$ cat src/rtl/irq_route_pkg.sv
// Shared types for the interrupt router.
// Assumes an 8-bit vector and destination and a 3-bit delivery mode.
package irq_route_pkg;
    localparam int VEC_W  = 8;
    localparam int DEST_W = 8;
    localparam int DLV_W  = 3;
    localparam int LDR_W  = 32;

    // Redirection entry: the first member sits in the most significant bits
    typedef struct packed {
        logic [DEST_W-1:0] dest;
        logic              trig;
        logic              pol;
        logic              dmode;
        logic [DLV_W-1:0]  dlv;
        logic [VEC_W-1:0]  vec;
    } rte_t;

    localparam int RTE_W = $bits(rte_t);

    // Fields carried by each outgoing message
    typedef struct packed {
        logic [VEC_W-1:0] vec;
        logic [DLV_W-1:0] dlv;
        logic             dmode;
        logic             level;
        logic             trig;
    } msg_t;

    // Delivery encodings the router refuses: lowest priority and the two reserved codes
    function automatic logic dlv_refused(input logic [DLV_W-1:0] d);
        return (d == 3'b001) || (d == 3'b011) || (d == 3'b110);
    endfunction
endpackage

$ cat src/rtl/irq_pending_arb.sv
// Holds line events until the router can take them.
// Grants the lowest-numbered pending line whenever take is high.
// Assumes that events on a line which is already pending merge into one.
module irq_pending_arb #(
    parameter int NUM_LINES = 4,
    localparam int IDX_W = (NUM_LINES > 1) ? $clog2(NUM_LINES) : 1
) (
    input  logic                 clk,
    input  logic                 rst_n,
    input  logic [NUM_LINES-1:0] fire,
    input  logic                 take,
    output logic                 grant_vld,
    output logic [IDX_W-1:0]     grant_idx
);
    logic [NUM_LINES-1:0] pend;
    logic [NUM_LINES-1:0] clr;

    // Find the lowest pending line
    always_comb begin
        grant_idx = '0;
        for (int i = NUM_LINES - 1; i >= 0; i--) begin
            if (pend[i]) grant_idx = IDX_W'(i);
        end
    end

    assign grant_vld = take && (|pend);

    // One-hot clear mask for the granted line
    always_comb begin
        clr = '0;
        if (grant_vld) clr[grant_idx] = 1'b1;
    end

    // Record new events and drop the one being granted
    always_ff @(posedge clk) begin
        if (!rst_n) pend <= '0;
        else        pend <= (pend & ~clr) | fire;
    end

    generate
        for (genvar g = 0; g < NUM_LINES; g++) begin : g_keep

            pend_kept_chk: assert property (@(posedge clk) disable iff (!rst_n)
                (pend[g] && !clr[g]) |=> pend[g]);
        end
    endgenerate
endmodule

$ cat src/rtl/irq_target_resolve.sv
// Turns one redirection entry into a target mask over the controllers.
// Purely combinational. Indices at or above ctx_count are never targeted.
module irq_target_resolve
    import irq_route_pkg::*;
#(
    parameter int NUM_CTX = 8,
    localparam int CNT_W = $clog2(NUM_CTX + 1)
) (
    input  rte_t                     ent,
    input  logic [NUM_CTX*LDR_W-1:0] ldr_flat,
    input  logic [CNT_W-1:0]         ctx_count,
    output logic [NUM_CTX-1:0]       mask,
    output logic                     refused
);
    assign refused = dlv_refused(ent.dlv);

    generate
        for (genvar i = 0; i < NUM_CTX; i++) begin : g_ctx
            logic present;
            logic [DEST_W-1:0] ldr_top;
            assign present = (CNT_W'(i) < ctx_count);
            assign ldr_top = ldr_flat[i*LDR_W + LDR_W - 1 -: DEST_W];
            // Decide whether controller i belongs to the target set
            always_comb begin
                if (refused || !present)  mask[i] = 1'b0;
                else if (ent.dmode)       mask[i] = |(ldr_top & ent.dest);
                else if (ent.dest == '1)  mask[i] = 1'b1;
                else                      mask[i] = (ent.dest == DEST_W'(i));
            end
        end
    endgenerate
endmodule

$ cat src/rtl/irq_msg_walker.sv
// Walks a target mask and sends one message per set bit, lowest ID first.
// A load is only taken while idle; an all-zero mask leaves it idle.
module irq_msg_walker
    import irq_route_pkg::*;
#(
    parameter int NUM_CTX = 8,
    localparam int ID_W = (NUM_CTX > 1) ? $clog2(NUM_CTX) : 1
) (
    input  logic               clk,
    input  logic               rst_n,
    input  logic               load,
    input  logic [NUM_CTX-1:0] load_mask,
    input  msg_t               load_msg,
    input  logic               ready,
    output logic               idle,
    output logic               valid,
    output logic [ID_W-1:0]    id,
    output msg_t               msg
);
    logic               busy;
    logic [NUM_CTX-1:0] mask;

    // Pick the lowest remaining target
    always_comb begin
        id = '0;
        for (int i = NUM_CTX - 1; i >= 0; i--) begin
            if (mask[i]) id = ID_W'(i);
        end
    end

    assign valid = busy;
    assign idle  = !busy;

    // Load a new set, or retire one target per handshake
    always_ff @(posedge clk) begin
        if (!rst_n) begin
            busy <= 1'b0;
            mask <= '0;
            msg  <= '0;
        end else if (load && !busy) begin
            busy <= |load_mask;
            mask <= load_mask;
            msg  <= load_msg;
        end else if (busy && ready) begin
            mask[id] <= 1'b0;
            if ($countones(mask) == 1) busy <= 1'b0;
        end
    end


    hold_stable_chk: assert property (@(posedge clk) disable iff (!rst_n)
        (busy && !ready) |=> (busy && $stable(id) && $stable(msg)));


    id_rising_chk: assert property (@(posedge clk) disable iff (!rst_n)
        (busy && ready && ($countones(mask) > 1)) |=> (busy && (id > $past(id))));
endmodule

$ cat src/rtl/irq_route_top.sv
// I/O interrupt router: takes line events, resolves each line's redirection
// entry into a set of target controllers and sends one message per target.
// Assumes that ctx_count and ldr_flat stay steady while a set is resolved.
module irq_route_top
    import irq_route_pkg::*;
#(
    parameter int NUM_LINES = 4,
    parameter int NUM_CTX   = 8,
    localparam int CNT_W = $clog2(NUM_CTX + 1),
    localparam int ID_W  = (NUM_CTX > 1) ? $clog2(NUM_CTX) : 1,
    localparam int IDX_W = (NUM_LINES > 1) ? $clog2(NUM_LINES) : 1
) (
    input  logic                     clk,
    input  logic                     rst_n,
    input  logic [NUM_LINES-1:0]     line_fire,
    input  logic [NUM_LINES*22-1:0]  rte_flat,
    input  logic [NUM_CTX*32-1:0]    ldr_flat,
    input  logic [CNT_W-1:0]         ctx_count,
    input  logic                     msg_ready,
    output logic                     msg_valid,
    output logic [ID_W-1:0]          msg_id,
    output logic [7:0]               msg_vector,
    output logic [2:0]               msg_dlv,
    output logic                     msg_dmode,
    output logic                     msg_level,
    output logic                     msg_trig,
    output logic                     route_err
);
    logic               grant_vld;
    logic [IDX_W-1:0]   grant_idx;
    logic               walk_idle;
    rte_t               ent;
    logic [NUM_CTX-1:0] tgt_mask;
    logic               refused;
    msg_t               new_msg;
    msg_t               cur_msg;
    logic               err_q;

    irq_pending_arb #(.NUM_LINES(NUM_LINES)) u_arb (
        .clk       (clk),
        .rst_n     (rst_n),
        .fire      (line_fire),
        .take      (walk_idle),
        .grant_vld (grant_vld),
        .grant_idx (grant_idx)
    );

    assign ent = rte_t'(rte_flat[grant_idx*RTE_W +: RTE_W]);

    irq_target_resolve #(.NUM_CTX(NUM_CTX)) u_resolve (
        .ent       (ent),
        .ldr_flat  (ldr_flat),
        .ctx_count (ctx_count),
        .mask      (tgt_mask),
        .refused   (refused)
    );

    // Copy the entry fields into the message layout
    always_comb begin
        new_msg.vec   = ent.vec;
        new_msg.dlv   = ent.dlv;
        new_msg.dmode = ent.dmode;
        new_msg.level = ent.pol;
        new_msg.trig  = ent.trig;
    end

    irq_msg_walker #(.NUM_CTX(NUM_CTX)) u_walk (
        .clk       (clk),
        .rst_n     (rst_n),
        .load      (grant_vld),
        .load_mask (tgt_mask),
        .load_msg  (new_msg),
        .ready     (msg_ready),
        .idle      (walk_idle),
        .valid     (msg_valid),
        .id        (msg_id),
        .msg       (cur_msg)
    );

    // One-cycle error pulse when a granted entry is refused
    always_ff @(posedge clk) begin
        if (!rst_n) err_q <= 1'b0;
        else        err_q <= grant_vld && refused;
    end

    assign route_err  = err_q;
    assign msg_vector = cur_msg.vec;
    assign msg_dlv    = cur_msg.dlv;
    assign msg_dmode  = cur_msg.dmode;
    assign msg_level  = cur_msg.level;
    assign msg_trig   = cur_msg.trig;


    err_silent_chk: assert property (@(posedge clk) disable iff (!rst_n)
        route_err |-> !msg_valid);


    no_refused_out_chk: assert property (@(posedge clk) disable iff (!rst_n)
        msg_valid |-> !dlv_refused(msg_dlv));
endmodule

$ cat config.mk
export PLATFORM = sky130hd
export DESIGN_NAME = irq_route_top
export DESIGN_NICKNAME = d
export VERILOG_FILES = /design/src/rtl/irq_route_pkg.sv /design/src/rtl/irq_pending_arb.sv /design/src/rtl/irq_target_resolve.sv /design/src/rtl/irq_msg_walker.sv /design/src/rtl/irq_route_top.sv
export SDC_FILE = /design/constraint.sdc
export NUM_CORES = 1
export LEC_CHECK = 0
export ABC_CLOCK_PERIOD_IN_PS = 3800
export BUFFER_PORTS_ARGS = -buffer_cell sky130_fd_sc_hd__buf_2
export CAP_MARGIN = 15
export CORE_AREA = 2 2 143 145
export DETAILED_ROUTE_END_ITERATION = 12
export DIE_AREA = 0 0 145 147
export GPL_ROUTABILITY_DRIVEN = 0
export SYNTH_ARGS = -nofsm -noshare
export SYNTH_HDL_FRONTEND = slang
export SYNTH_SLANG_ARGS = --single-unit
$ cat constraint.sdc
create_clock -name clk -period 3.8 [get_ports clk]
set_input_delay 0.57 -clock clk [delete_from_list [all_inputs] [get_ports clk]]
set_output_delay 0.57 -clock clk [all_outputs]
set_load 0.02 [all_outputs]
=== Word-level counts from Yosys, hierarchy flattened ===
Cells that the tools add are included.

* Output and inout bits: 19
* Bits in registers: 28
* RAM bits: 0
* ROM bits: 0
* Memories kept: 0
* Latch bits: 0

* Add/subtract/negate cells: 7
* Bitwise logic cells: 13
* Div/mod/pow operators: 0
* Shifts and indexed selects: 1
* Multiplexer cells: 46
* Multiply operators: 1
* $lt $le $gt $ge: 12
* Reduce and logical (&&, ||, !) cells: 39
* Equality and inequality tests: 12

{| class="wikitable"
|+ Operators by type and width
! operator !! count
|-
| $add 32x32->32 || 3
|-
| $shiftx 88x8->22 || 1
|-
| $and 8x8->8 || 9
|-
| $reduce_or 8->1 || 9
|-
| $eq 32x2->1 const B || 1
|-
| $eq 8x3->1 const B || 4
|-
| $mux 1 || 29
|-
| $mux 3 || 8
|-
| $eq 8x2->1 const B || 2
|-
| $lt 3x4->1 const A || 4
|-
| $mux 8 || 2
|-
| $logic_or 1x1->1 || 10
|-
| $logic_not 1->1 || 9
|-
| $add 1x1->2 || 4
|-
| $eq 8x1->1 const B || 1
|-
| $eq 8x8->1 const B || 1
|-
| $logic_not 8->1 || 1
|-
| $lt 1x4->1 const A || 2
|-
| $lt 2x4->1 const A || 2
|-
| $mux 2 || 4
|-
| $not 8->8 || 1
|-
| $logic_and 1x1->1 || 6
|-
| $mul 2x4->6 const B || 1
|-
| $and 4x4->4 || 1
|-
| other kinds (15) || 16
|}

=== Longest topological paths before layout ===
Gate-level depths: netlist (run 1).

* Depth in word-level cells: 16
* Gate-level depth with buffers: 12
* Depth with buffers taken out: 11

=== Cells and area by module ===
Synthesis (run 1) repeated with hierarchy kept, for this count alone.

* Cells, all modules: 277
* Area, all modules: 2657.5 µm²

{| class="wikitable"
|+ By module, submodules not included
! module !! area an instance (µm²) !! instances !! seq. area each (µm²) !! cells an instance
|-
| irq_msg_walker || 1303.8 || 1 || 460.4 || 144
|-
| irq_target_resolve || 618.1 || 1 || 0.0 || 84
|-
| irq_route_top || 561.8 || 1 || 20.0 || 28
|-
| irq_pending_arb || 173.9 || 1 || 80.1 || 21
|}

=== Least setup slack after synthesis (run 1) ===
OpenSTA, ideal clock, no wires.

* Path type: in2reg
* Start point: input rte_flat[59]
* End point: register u_walk.busy, in the netlist u_walk.valid
* Data required time: 3672 ps
* Stages on the path: 10
* Buffers on the path: 1
* Arrival time: 2669 ps
* Setup slack: 1003 ps
* Cell sequence: a21oi_1 a221oi_1 or2_2 buf_2 and3_1 a31oi_4 a2111oi_1 or4_1 nor4b_2 o22ai_1

* Cells in the longest elaborated chain, start to end: 8
* Elaborated cells on any way between the ends: 65
* Those cells by class: eq/ne (11); shift (1); mux (25); bitwise (8); reduce/logical (20)

{| class="wikitable"
|+ Ends and longest elaborated chain
! item !! line !! RTL
|-
| start, declared || irq_route_top.sv:16 || <nowiki>input logic [NUM_LINES*22-1:0] rte_flat,</nowiki>
|-
| $shiftx 88x8->22 (*) || irq_route_top.sv:48 || <nowiki>assign ent = rte_t'(rte_flat[grant_idx*RTE_W +: RTE_W]);</nowiki>
|-
| parallel branches: the longest is 5 deep, another holds $eq 8x8->1 || - ||
|-
| $reduce_or 8->1 (*) || irq_msg_walker.sv:41 || <nowiki>busy <= |load_mask;</nowiki>
|-
| $mux 1 (*) || irq_msg_walker.sv:40 || <nowiki>end else if (load && !busy) begin</nowiki>
|-
| end signal, assigned || irq_msg_walker.sv:41 ||
|-
| end, declared || irq_msg_walker.sv:20 || <nowiki>logic busy;</nowiki>
|}

Mark *: on every way between the ends.
A chain may end at the register's enable or synchronous reset.

=== Worst setup path in the final report (run 1) ===
* Start point: register u_arb.pend[3]
* End point: register u_walk.busy, in the netlist u_walk.valid

* Cells in the longest elaborated chain, start to end: 13
* Elaborated cells on any way between the ends: 76
* Those cells by class: mul (1); eq/ne (11); shift (1); mux (29); bitwise (8); reduce/logical (26)

{| class="wikitable"
|+ Ends and longest elaborated chain
! item !! line !! RTL
|-
| start, declared || irq_pending_arb.sv:15 || <nowiki>logic [NUM_LINES-1:0] pend;</nowiki>
|-
| start signal, assigned || irq_pending_arb.sv:37 || <nowiki>else pend <= (pend & ~clr) | fire;</nowiki>
|-
| parallel branches: the longest is 13 deep, another holds $mul 2x4->6 || - ||
|}

Parallel ways; which one is timed is not known.

==> metrics, run 1 <==
outcome=completed; Crit. End Element=flip-flop; Cell Pwr Density=421 mW/mm^2; Hold Buf Count CTS=0; ys async rst share=0; largest area contributor in the netlist=dfxtp_1; final hold violations=0; DR iter-0 viols=201; DPL Wire Length=10.7 mm; most frequent cells in the layout=buf_2 (181), nor2_1 (43), dfxtp_1 (28), nand2_1 (26), a21oi_1 (26); Mapped Cells=364; Avg Vias per Cell=4.31; Combinational Power Share=0.566; number of synthesized register bits=28; layout cells sized above 1=0.409; HP Start=u_walk.msg[2]$_SDFFE_PN0P_; Sink Count=28; CP max FO=8; # fillers=2240; Core Rows=52; Pleak=1.88 nW; Area Growth Syn to Fin=50.4%; most common cell after layout, fill and taps aside=buf_2; Avg WL per Cell=15.7 microns; via count=3506; Final Cell Area=0.00412 sq mm; Post-synth EDFFs=0; M2 GR Usage=0.188; max-cap violation count=0; crit-path leading delay family=simple AND/OR/NAND/NOR gates; first-pass GRT wire length=19.2 mm; Final Skew=6.44 ps; final total power=1.73 mW; Max Fclk=291 MHz; Max Slew Vio Count=0; Routed WL=12.8 mm; unrepaired setup endpoints after global routing=no; TritonRoute pass-1 iters=5; GRT overflow=0; startpoint types=flip-flop; Buf/Inv on CP=1; Num CTS Buffers=3; Die Wd=145 microns; fin nets=911; Synth top area share=0.205; Tmin final=3430 ps; CTS root buf=clkbuf_16; H-tree depth=1; Diodes inserted=0; Hold Slack=461 ps; Hold WC Path Type=reg -> reg; number of global-route vias before repair=3444; # IOs=374; synth top area cells=dfxtp_1 (20%), a221oi_1 (6.4%), nor2_1 (5.9%); YS warnings=0; Syn Nets=731; Switch Pwr=0.776 mW; unique cell type count in the Yosys netlist=53; R2R cell count=10; Clk network pwr share=0.184; part of the cycle the worst path needs=0.904; Detail Route Antenna Nets=0; Core Area=0.0198 sq mm; Critical R2R Launch=u_arb.pend[3]$_SDFF_PN0_; Layout Cells excl Fill=813; dpl cells=809; pin count of the biggest net entering global routing=34; grt met1 use=0.162; Peak VDD IR=178 uV; Slew Limit Headroom=0.448; die footprint=0.0213 sq mm; Flop pwr share=0.250; Placement Setup Slack=362 ps; Placed Area=0.00402 sq mm; M3 GR Usage=0.0183; hold endpoint=u_walk.msg[2]$_SDFFE_PN0P_; post-synthesis sequential area ratio=0.205; setup ws final=366 ps; Clock Latency Late Sink=270 ps; CTS tree=built; Syn Area/Cell=7.53 sq um; most used routing layer=met2; Worst path slowest cell=or3_1; worst-margin pin slew=822 ps; P_int=0.958 mW; TNS Setup=0 ps; r2r endpoint=u_walk.valid$_SDFFE_PN0P_; Tot GR Track Use=0.115; most common flop cell mapped by yosys=dfxtp_1; WP data required=3930 ps; Setup-failing EPs final=0; Finished Core Util=0.208; critical path's largest stage delay=500 ps; Hold Crit Depth=2; Starting Density=0.138; Crit Path Class=reg -> reg; die height=147 microns; FF-to-FF setup slack=370 ps; CTS max path bufs=2; Netlist Area Pre-Place=0.00274 sq mm; Post-CTS Resized=0; PortBufs=181; switch share=0.448; DRC=0; crit path DAT=3560 ps; initial antenna violation count=0; Setup Buffers After CTS=0; critical path cell sequence=or3_1, a21o_1, and2_0, buf_4, a222oi_1, and3_1, a2111oi_0, or4_1, nor4b_2, o22ai_1; Worst-path clk slew=80 ps
## per-layer routing
layer	vias up	routed length, microns
met1	1599	6180
met3	14	725
li1	1756	-
met4	0	219
met2	137	5630
met5	-	0
## tightest hold or removal path, stage by stage (launching register included)
cell     delay, ps
dfxtp_1        320
nand2_1         50
a21oi_1         50
## cell type report
class | instances | area (sq um) | area share
multi-input cells | 282 | 1950 | 0.472
repair buffers | 204 | 1080 | 0.262
flip-flops and latches | 28 | 561 | 0.136
well taps | 270 | 338 | 0.0820
inverters | 25 | 93.8 | 0.0228
clock buffers | 3 | 75.1 | 0.0182
clock inverters | 1 | 30.0 | 0.00729
## logic make-up (layout without fill, tap and decap cells)
group,count (synthesis),after routing,share of synthesized area
adder cells (fa/ha/maj),12,12,0.0658
flip-flops,28,28,0.205
buffers and inverters,54,233,0.0868
AO/OA/AOI/OAI,142,142,0.395
AND/OR/NAND/NOR,128,128,0.247
## registers in the layout, indices dropped and copies added (netlist names)
signal and count:
u_walk.valid 1, route_err 1, u_walk.msg 14, u_walk.mask 8
u_arb.pend 4
## how the worst max path moves through the flow
| stage | slack, ps | cells after the start | startpoint | endpoint |
|---|---|---|---|---|
| floorplan | 1000 | 10 | rte_flat[59] | u_walk.valid$_SDFFE_PN0P_ |
| global placement | 370 | 10 | u_arb.pend[3]$_SDFF_PN0_ | u_walk.valid$_SDFFE_PN0P_ |
| detailed placement | 360 | 10 | u_arb.pend[3]$_SDFF_PN0_ | u_walk.valid$_SDFFE_PN0P_ |
| CTS | 350 | 10 | u_arb.pend[3]$_SDFF_PN0_ | u_walk.valid$_SDFFE_PN0P_ |
| global route | 160 | 10 | u_arb.pend[3]$_SDFF_PN0_ | u_walk.valid$_SDFFE_PN0P_ |
| finish | 370 | 10 | u_arb.pend[3]$_SDFF_PN0_ | u_walk.valid$_SDFFE_PN0P_ |
## cells in the mapped netlist (3+ instances only)
master,count
nor2_1,43
dfxtp_1,28
a21oi_1,27
nand2_1,26
inv_1,23
a221oi_1,20
a22oi_1,18
clkbuf_1,13
nand3_1,12
a211oi_1,10
buf_2,10
nor2b_1,10
o21ai_0,10
a222oi_1,9
a21o_1,8
ha_1,8
and3_1,6
nor3b_1,6
a2111oi_0,5
buf_4,4
fa_1,4
nand3b_1,4
o211ai_1,4
o21a_1,4
o31ai_1,4
a221o_1,3
a22o_1,3
or2_2,3
or3_1,3
## power groups by stage
stage	Clock (mW)	Sequential (mW)	Combinational, mW
CTS	0.324	0.433	0.998
global route	0.334	0.442	1.10
finish	0.319	0.434	0.981
detailed placement	0	0.440	0.994
global placement	0	0.437	0.988
floorplan	0	0.474	0.567
Power figures use the tool's default switching activity.
==> run 2: changes to the inputs <==
--- a/config.mk
+++ b/config.mk
@@ -5,13 +5,14 @@
 export SDC_FILE = /design/constraint.sdc
 export NUM_CORES = 1
 export LEC_CHECK = 0
-export ABC_CLOCK_PERIOD_IN_PS = 3800
+export ABC_CLOCK_PERIOD_IN_PS = 4400
 export BUFFER_PORTS_ARGS = -buffer_cell sky130_fd_sc_hd__buf_2
 export CAP_MARGIN = 15
 export CORE_AREA = 2 2 143 145
 export DETAILED_ROUTE_END_ITERATION = 12
 export DIE_AREA = 0 0 145 147
 export GPL_ROUTABILITY_DRIVEN = 0
+export SKIP_CTS_REPAIR_TIMING = 1
 export SYNTH_ARGS = -nofsm -noshare
 export SYNTH_HDL_FRONTEND = slang
 export SYNTH_SLANG_ARGS = --single-unit
==> constraint.sdc (replaced) <==
create_clock -name clk -period 4.4 [get_ports clk]
set_input_delay 0.66 -clock clk [delete_from_list [all_inputs] [get_ports clk]]
set_output_delay 0.66 -clock clk [all_outputs]
set_load 0.02 [all_outputs]
==> run 2 against run 1 <==
  * Via count decreased by 0.80%
  * Wire length decreased by 1.7%
  * Sequential share of layout area increased by 0.41 points
  * Maximum frequency decreased by 3.6%
  * Final cell count decreased by 2.0%
  * Worst hold slack got worse by 2.8 ps
  * Critical path type unchanged
==> metrics, run 2 (same netlist as run 1, synthesis figures left out) <==
GRT overflow=0; final hold violations=0; Max Fclk=281 MHz; max reg flops=14; die footprint=0.0213 sq mm; Crit. End Element=flip-flop; Sink Count=28; Diodes inserted=0; Worst-path clk slew=70 ps; Cell Pwr Density=364 mW/mm^2; crit path DAT=3690 ps; TNS Setup=0 ps; critical path cell sequence=or3_1, a21o_1, and2_0, and3_4, a31oi_4, a2111oi_1, or4_1, nor4b_2, o22ai_1; Buf/Inv on CP=0; most frequent cells in the layout=buf_2 (181), nor2_1 (43), dfxtp_1 (28), nand2_1 (26), a21oi_1 (26); Top reg by flops=u_walk.msg; # fillers=2234; Routed WL=12.5 mm; Avg WL per Cell=15.7 microns; CTS max path bufs=2; Final Skew=2.78 ps; Detail Route Antenna Nets=0; Worst path slowest cell=or4_1; via count=3478; Slew Limit Headroom=0.429; fin nets=895; outcome=completed; WP data required=4530 ps; P_int=0.803 mW; Core Rows=52; initial antenna violation count=0; Crit Path Class=reg -> reg; crit-path leading delay family=simple AND/OR/NAND/NOR gates; Starting Density=0.138; unrepaired setup endpoints after global routing=no; Switch Pwr=0.652 mW; Core Area=0.0198 sq mm; Clock Latency Late Sink=260 ps; CTS tree=built; DRC=0; max-cap violation count=0; Peak VDD IR=165 uV; pin count of the biggest net entering global routing=39; first-pass GRT wire length=19.0 mm; Pleak=1.80 nW; H-tree depth=1; Tot GR Track Use=0.114; TritonRoute pass-1 iters=6; switch share=0.448; Clk network pwr share=0.187; Avg Vias per Cell=4.36; die height=147 microns; part of the cycle the worst path needs=0.810; Num CTS Buffers=3; Area Growth Syn to Fin=46.0%; layout cells sized above 1=0.391; most common cell after layout, fill and taps aside=buf_2; Die Wd=145 microns; Combinational Power Share=0.557; Max Slew Vio Count=0; Largest regs=u_walk.msg: 14 flops, u_walk.mask: 8 flops, u_arb.pend: 4 flops; final total power=1.46 mW; CTS root buf=clkbuf_16; Flop pwr share=0.256; critical path's largest stage delay=550 ps; CP max FO=12; number of global-route vias before repair=3338; DR iter-0 viols=227; PortBufs=181; Tmin final=3560 ps; worst-margin pin slew=856 ps; Setup-failing EPs final=0; # IOs=374; Hold WC Path Type=reg -> reg; DPL Wire Length=10.4 mm; startpoint types=flip-flop
run 2: worst min-delay path: stages, from the launching register on:
cell and delay, ps:
dfxtp_1 310, nand2_1 50, a21oi_1 50
run 2: cell type report:
| cell class | count | area, sq um | area share |
|---|---|---|---|
| Clock inverter | 1 | 30.0 | 0.00750 |
| Timing Repair Buffer | 188 | 958 | 0.240 |
| Sequential cell | 28 | 561 | 0.140 |
| Tap cell | 270 | 338 | 0.0844 |
| Clock buffer | 3 | 75.1 | 0.0188 |
| Multi-Input combinational cell | 282 | 1950 | 0.486 |
| Inverter | 25 | 93.8 | 0.0235 |
run 2: path summary, 6_finish.rpt:
path / from / end / slack [ps] / cells after the start
hold / removal: u_walk.msg[3]$_SDFFE_PN0P_ / u_walk.msg[3]$_SDFFE_PN0P_ / 460 / 2
hold reg to reg: u_walk.msg[3]$_SDFFE_PN0P_ / u_walk.msg[3]$_SDFFE_PN0P_ / 460 / 2
setup reg to reg: u_arb.pend[3]$_SDFF_PN0_ / u_walk.valid$_SDFFE_PN0P_ / 840 / 9
setup / recovery: u_arb.pend[3]$_SDFF_PN0_ / u_walk.valid$_SDFFE_PN0P_ / 840 / 9
run 2: power by group through the flow:
stage	registers [mW]	clock network (mW)	logic, mW
3_3_place_gp	0.376	0	0.822
4_1_cts	0.374	0.281	0.826
6_report	0.373	0.272	0.810
5_1_grt	0.385	0.291	0.911
2_1_floorplan	0.410	0	0.489
3_5_place_dp	0.379	0	0.824
run 2: routing by layer:
layer / GRT usage / vias to the layer above / share of wire
met5: 0 / - / 0
met4: 0.0139 / 0 / 0.0096
met3: 0.0211 / 6 / 0.058
met2: 0.192 / 141 / 0.45
met1: 0.157 / 1609 / 0.48
li1: - / 1722 / -
run 2: stage by stage:
stage / setup slack (ps) / utilization / instances / hold slack [ps] / area, sq um
3_5_place_dp: 832 / 0.196 / 793 / 448 / 3900
6_report: 837 / 0.202 / 797 / 458 / 4000
4_1_cts: 809 / 0.202 / 797 / 460 / 4000
2_1_floorplan: 1510 / - / 364 / 474 / 2740
3_3_place_gp: 812 / 0.196 / 793 / 439 / 3900
5_1_grt: 503 / 0.202 / 797 / 494 / 4000
==> run 3: changes to the inputs <==
--- a/config.mk
+++ b/config.mk
@@ -5,12 +5,13 @@
 export SDC_FILE = /design/constraint.sdc
 export NUM_CORES = 1
 export LEC_CHECK = 0
-export ABC_CLOCK_PERIOD_IN_PS = 4400
+export ABC_AREA = 1
+export ABC_CLOCK_PERIOD_IN_PS = 3400
 export BUFFER_PORTS_ARGS = -buffer_cell sky130_fd_sc_hd__buf_2
 export CAP_MARGIN = 15
-export CORE_AREA = 2 2 143 145
+export CORE_AREA = 2 2 145 147
 export DETAILED_ROUTE_END_ITERATION = 12
-export DIE_AREA = 0 0 145 147
+export DIE_AREA = 0 0 147 149
 export GPL_ROUTABILITY_DRIVEN = 0
 export SKIP_CTS_REPAIR_TIMING = 1
 export SYNTH_ARGS = -nofsm -noshare
==> constraint.sdc (replaced) <==
create_clock -name clk -period 3.4 [get_ports clk]
set_input_delay 0.51 -clock clk [delete_from_list [all_inputs] [get_ports clk]]
set_output_delay 0.51 -clock clk [all_outputs]
set_load 0.02 [all_outputs]
==> run 3 against run 2 <==
  * Global-route usage rose by 0.79 points
  * Setup slack got worse by 330 ps
  * Clock skew rose by 2.1 ps
  * Area after synthesis rose by 18%
  * Die area rose by 2.8%
  * Wire length rose by 9.6%
  * Combinational power rose by 26%
  * Clock power rose by 34%
  * Design area rose by 13%
  * Core utilization rose by 1.9 points
==> metrics, run 3 <==
Starting Density=0.158; Placement Setup Slack=518 ps; Crit. End Element=flip-flop; unrepaired setup endpoints after global routing=no; Sink Count=28; worst-margin pin slew=900 ps; critical path cell sequence=ha_1, fa_1, fa_1, ha_1, inv_1, fa_1, nand3_1, o311ai_0, nand2_1; initial antenna violation count=2; CTS max path bufs=2; FF-to-FF setup slack=510 ps; outcome=completed; part of the cycle the worst path needs=0.851; H-tree depth=1; Worst path slowest cell=fa_1; pin count of the biggest net entering global routing=25; number of synthesized register bits=28; R2R cell count=9; most common library cells after synthesis=nand2_1 (157), nor2_1 (79), nand3_1 (75); layout cells sized above 1=0.324; critical path's largest stage delay=560 ps; Hold WC Path Type=reg -> reg; CTS tree=built; final hold violations=0; Mapped Cells=551; most common cell after layout, fill and taps aside=buf_2; Final Skew=4.87 ps; crit-path leading delay family=adder cells; Tot GR Track Use=0.122; Slew Limit Headroom=0.398; max-cap violation count=0; Netlist Area Pre-Place=0.00324 sq mm; TNS Setup=0 ps; DR iter-0 viols=183; Setup-failing EPs final=0; count leader, synth=nand2_1; Avg Vias per Cell=4.05; Die Wd=147 microns; unique cell type count in the Yosys netlist=41; Core Area=0.0206 sq mm; WP data required=3550 ps; Num CTS Buffers=3; Clock Latency Late Sink=270 ps; PortBufs=181; startpoint types=flip-flop; largest area contributor in the netlist=nand2_1; Area Growth Syn to Fin=39.8%; Syn Area/Cell=5.89 sq um; hold endpoint=u_walk.msg[4]$_SDFFE_PN0P_; Detail Route Antenna Nets=0; Peak VDD IR=174 uV; max reg flops=14; Tmin final=2890 ps; via count=4052; Buf/Inv on CP=1; ys async rst share=0; Synth top area share=0.182; most used cell, CP=fa_1; Top reg by flops=u_walk.msg; post-synthesis sequential area ratio=0.173; Max Slew Vio Count=0; Worst-path clk slew=70 ps; Largest regs=u_walk.msg: 14 flops, u_walk.mask: 8 flops, u_arb.pend: 4 flops; TritonRoute pass-1 iters=4; CTS root buf=clkbuf_16; Layout Cells excl Fill=1001; HP Start=u_walk.msg[4]$_SDFFE_PN0P_; fin nets=1093; Core Rows=53; Hold Crit Depth=2; Max Fclk=346 MHz; most frequent cells in the layout=buf_2 (181), nand2_1 (157), nor2_1 (79), nand3_1 (75), inv_1 (60); synth top area cells=nand2_1 (18%), dfxtp_1 (17%), nand3_1 (12%); CP max FO=5; Syn Nets=918; r2r endpoint=u_walk.valid$_SDFFE_PN0P_; Pleak=2.44 nW; Crit Path Class=reg -> reg; DPL Wire Length=11.7 mm; Routed WL=13.8 mm; number of global-route vias before repair=3785; Critical R2R Launch=u_walk.mask[0]$_SDFFE_PN0P_; GRT overflow=0; crit path DAT=3050 ps; Cell Pwr Density=404 mW/mm^2; first-pass GRT wire length=20.7 mm; # IOs=374; Avg WL per Cell=13.7 microns; DRC=0; Post-synth EDFFs=0; YS warnings=0; die footprint=0.0219 sq mm; setup ws final=506 ps; most common flop cell mapped by yosys=dfxtp_1; dpl cells=996; die height=149 microns
-- run 3: power by group --
group          total [mW]  switching (mW)  internal, mW
Clock               0.364           0.129         0.235
Sequential          0.448          0.0545         0.393
Combinational        1.02           0.671         0.349
Total                1.83           0.854         0.977
-- run 3: worst register-to-register path: cells and delay by family (launching register included) --
family,cells,cell delay [ps]
fa+ha+maj,5,1950
flops,1,360
compound gates,1,260
simple gates,2,160
buf+inv,1,50
-- run 3: kinds of logic (layout without fill, tap and decap cells) --
family,Yosys count,in the layout,share of synthesized area
other,0,1,0
buffers and inverters,81,255,0.109
adders and majority gates,12,12,0.0556
and+or+nand+nor,379,379,0.561
AOI/OAI and AO/OA,51,51,0.102
DFF,28,28,0.173
-- run 3: area by class of cell --
class	count	area, sq um
flip-flops and latches	28	561
inverters	65	244
clock inverters	1	30.0
well taps	275	344
repair buffers	186	943
multi-input cells	442	2330
diodes	1	2.50
fillers	2400	16000
clock buffers	3	75.1
-- run 3: how the worst max path moves through the flow --
| stage | start | endpoint | slack [ps] | depth (start not counted) |
|---|---|---|---|---|
| final | u_walk.mask[0]$_SDFFE_PN0P_ | u_walk.valid$_SDFFE_PN0P_ | 510 | 9 |
| after global routing | u_walk.mask[0]$_SDFFE_PN0P_ | u_walk.valid$_SDFFE_PN0P_ | 300 | 9 |
| after CTS | u_walk.mask[0]$_SDFFE_PN0P_ | u_walk.valid$_SDFFE_PN0P_ | 500 | 9 |
| after detailed placement | u_walk.mask[0]$_SDFFE_PN0P_ | u_walk.valid$_SDFFE_PN0P_ | 520 | 9 |
| after global placement | u_walk.mask[0]$_SDFFE_PN0P_ | u_walk.valid$_SDFFE_PN0P_ | 530 | 9 |
| after floorplan | u_walk.mask[0]$_SDFFE_PN0P_ | u_walk.valid$_SDFFE_PN0P_ | 650 | 9 |
-- run 3: per-stage QoR --
stage	area [sq um]	hold WS, ps	util	total power [mW]
after floorplan	3240	480	-	1.11
after global placement	4430	438	0.215	1.47
after detailed placement	4430	437	0.215	1.48
after CTS	4530	451	0.220	1.86
after global routing	4530	460	0.221	1.99
final	4530	453	0.221	1.83
-- run 3: metal layers --
layer	track usage	part of all wire
met3	0.0193	0.059
met4	0.00913	0.0026
met5	0	0.00051
met1	0.180	0.50
met2	0.196	0.43
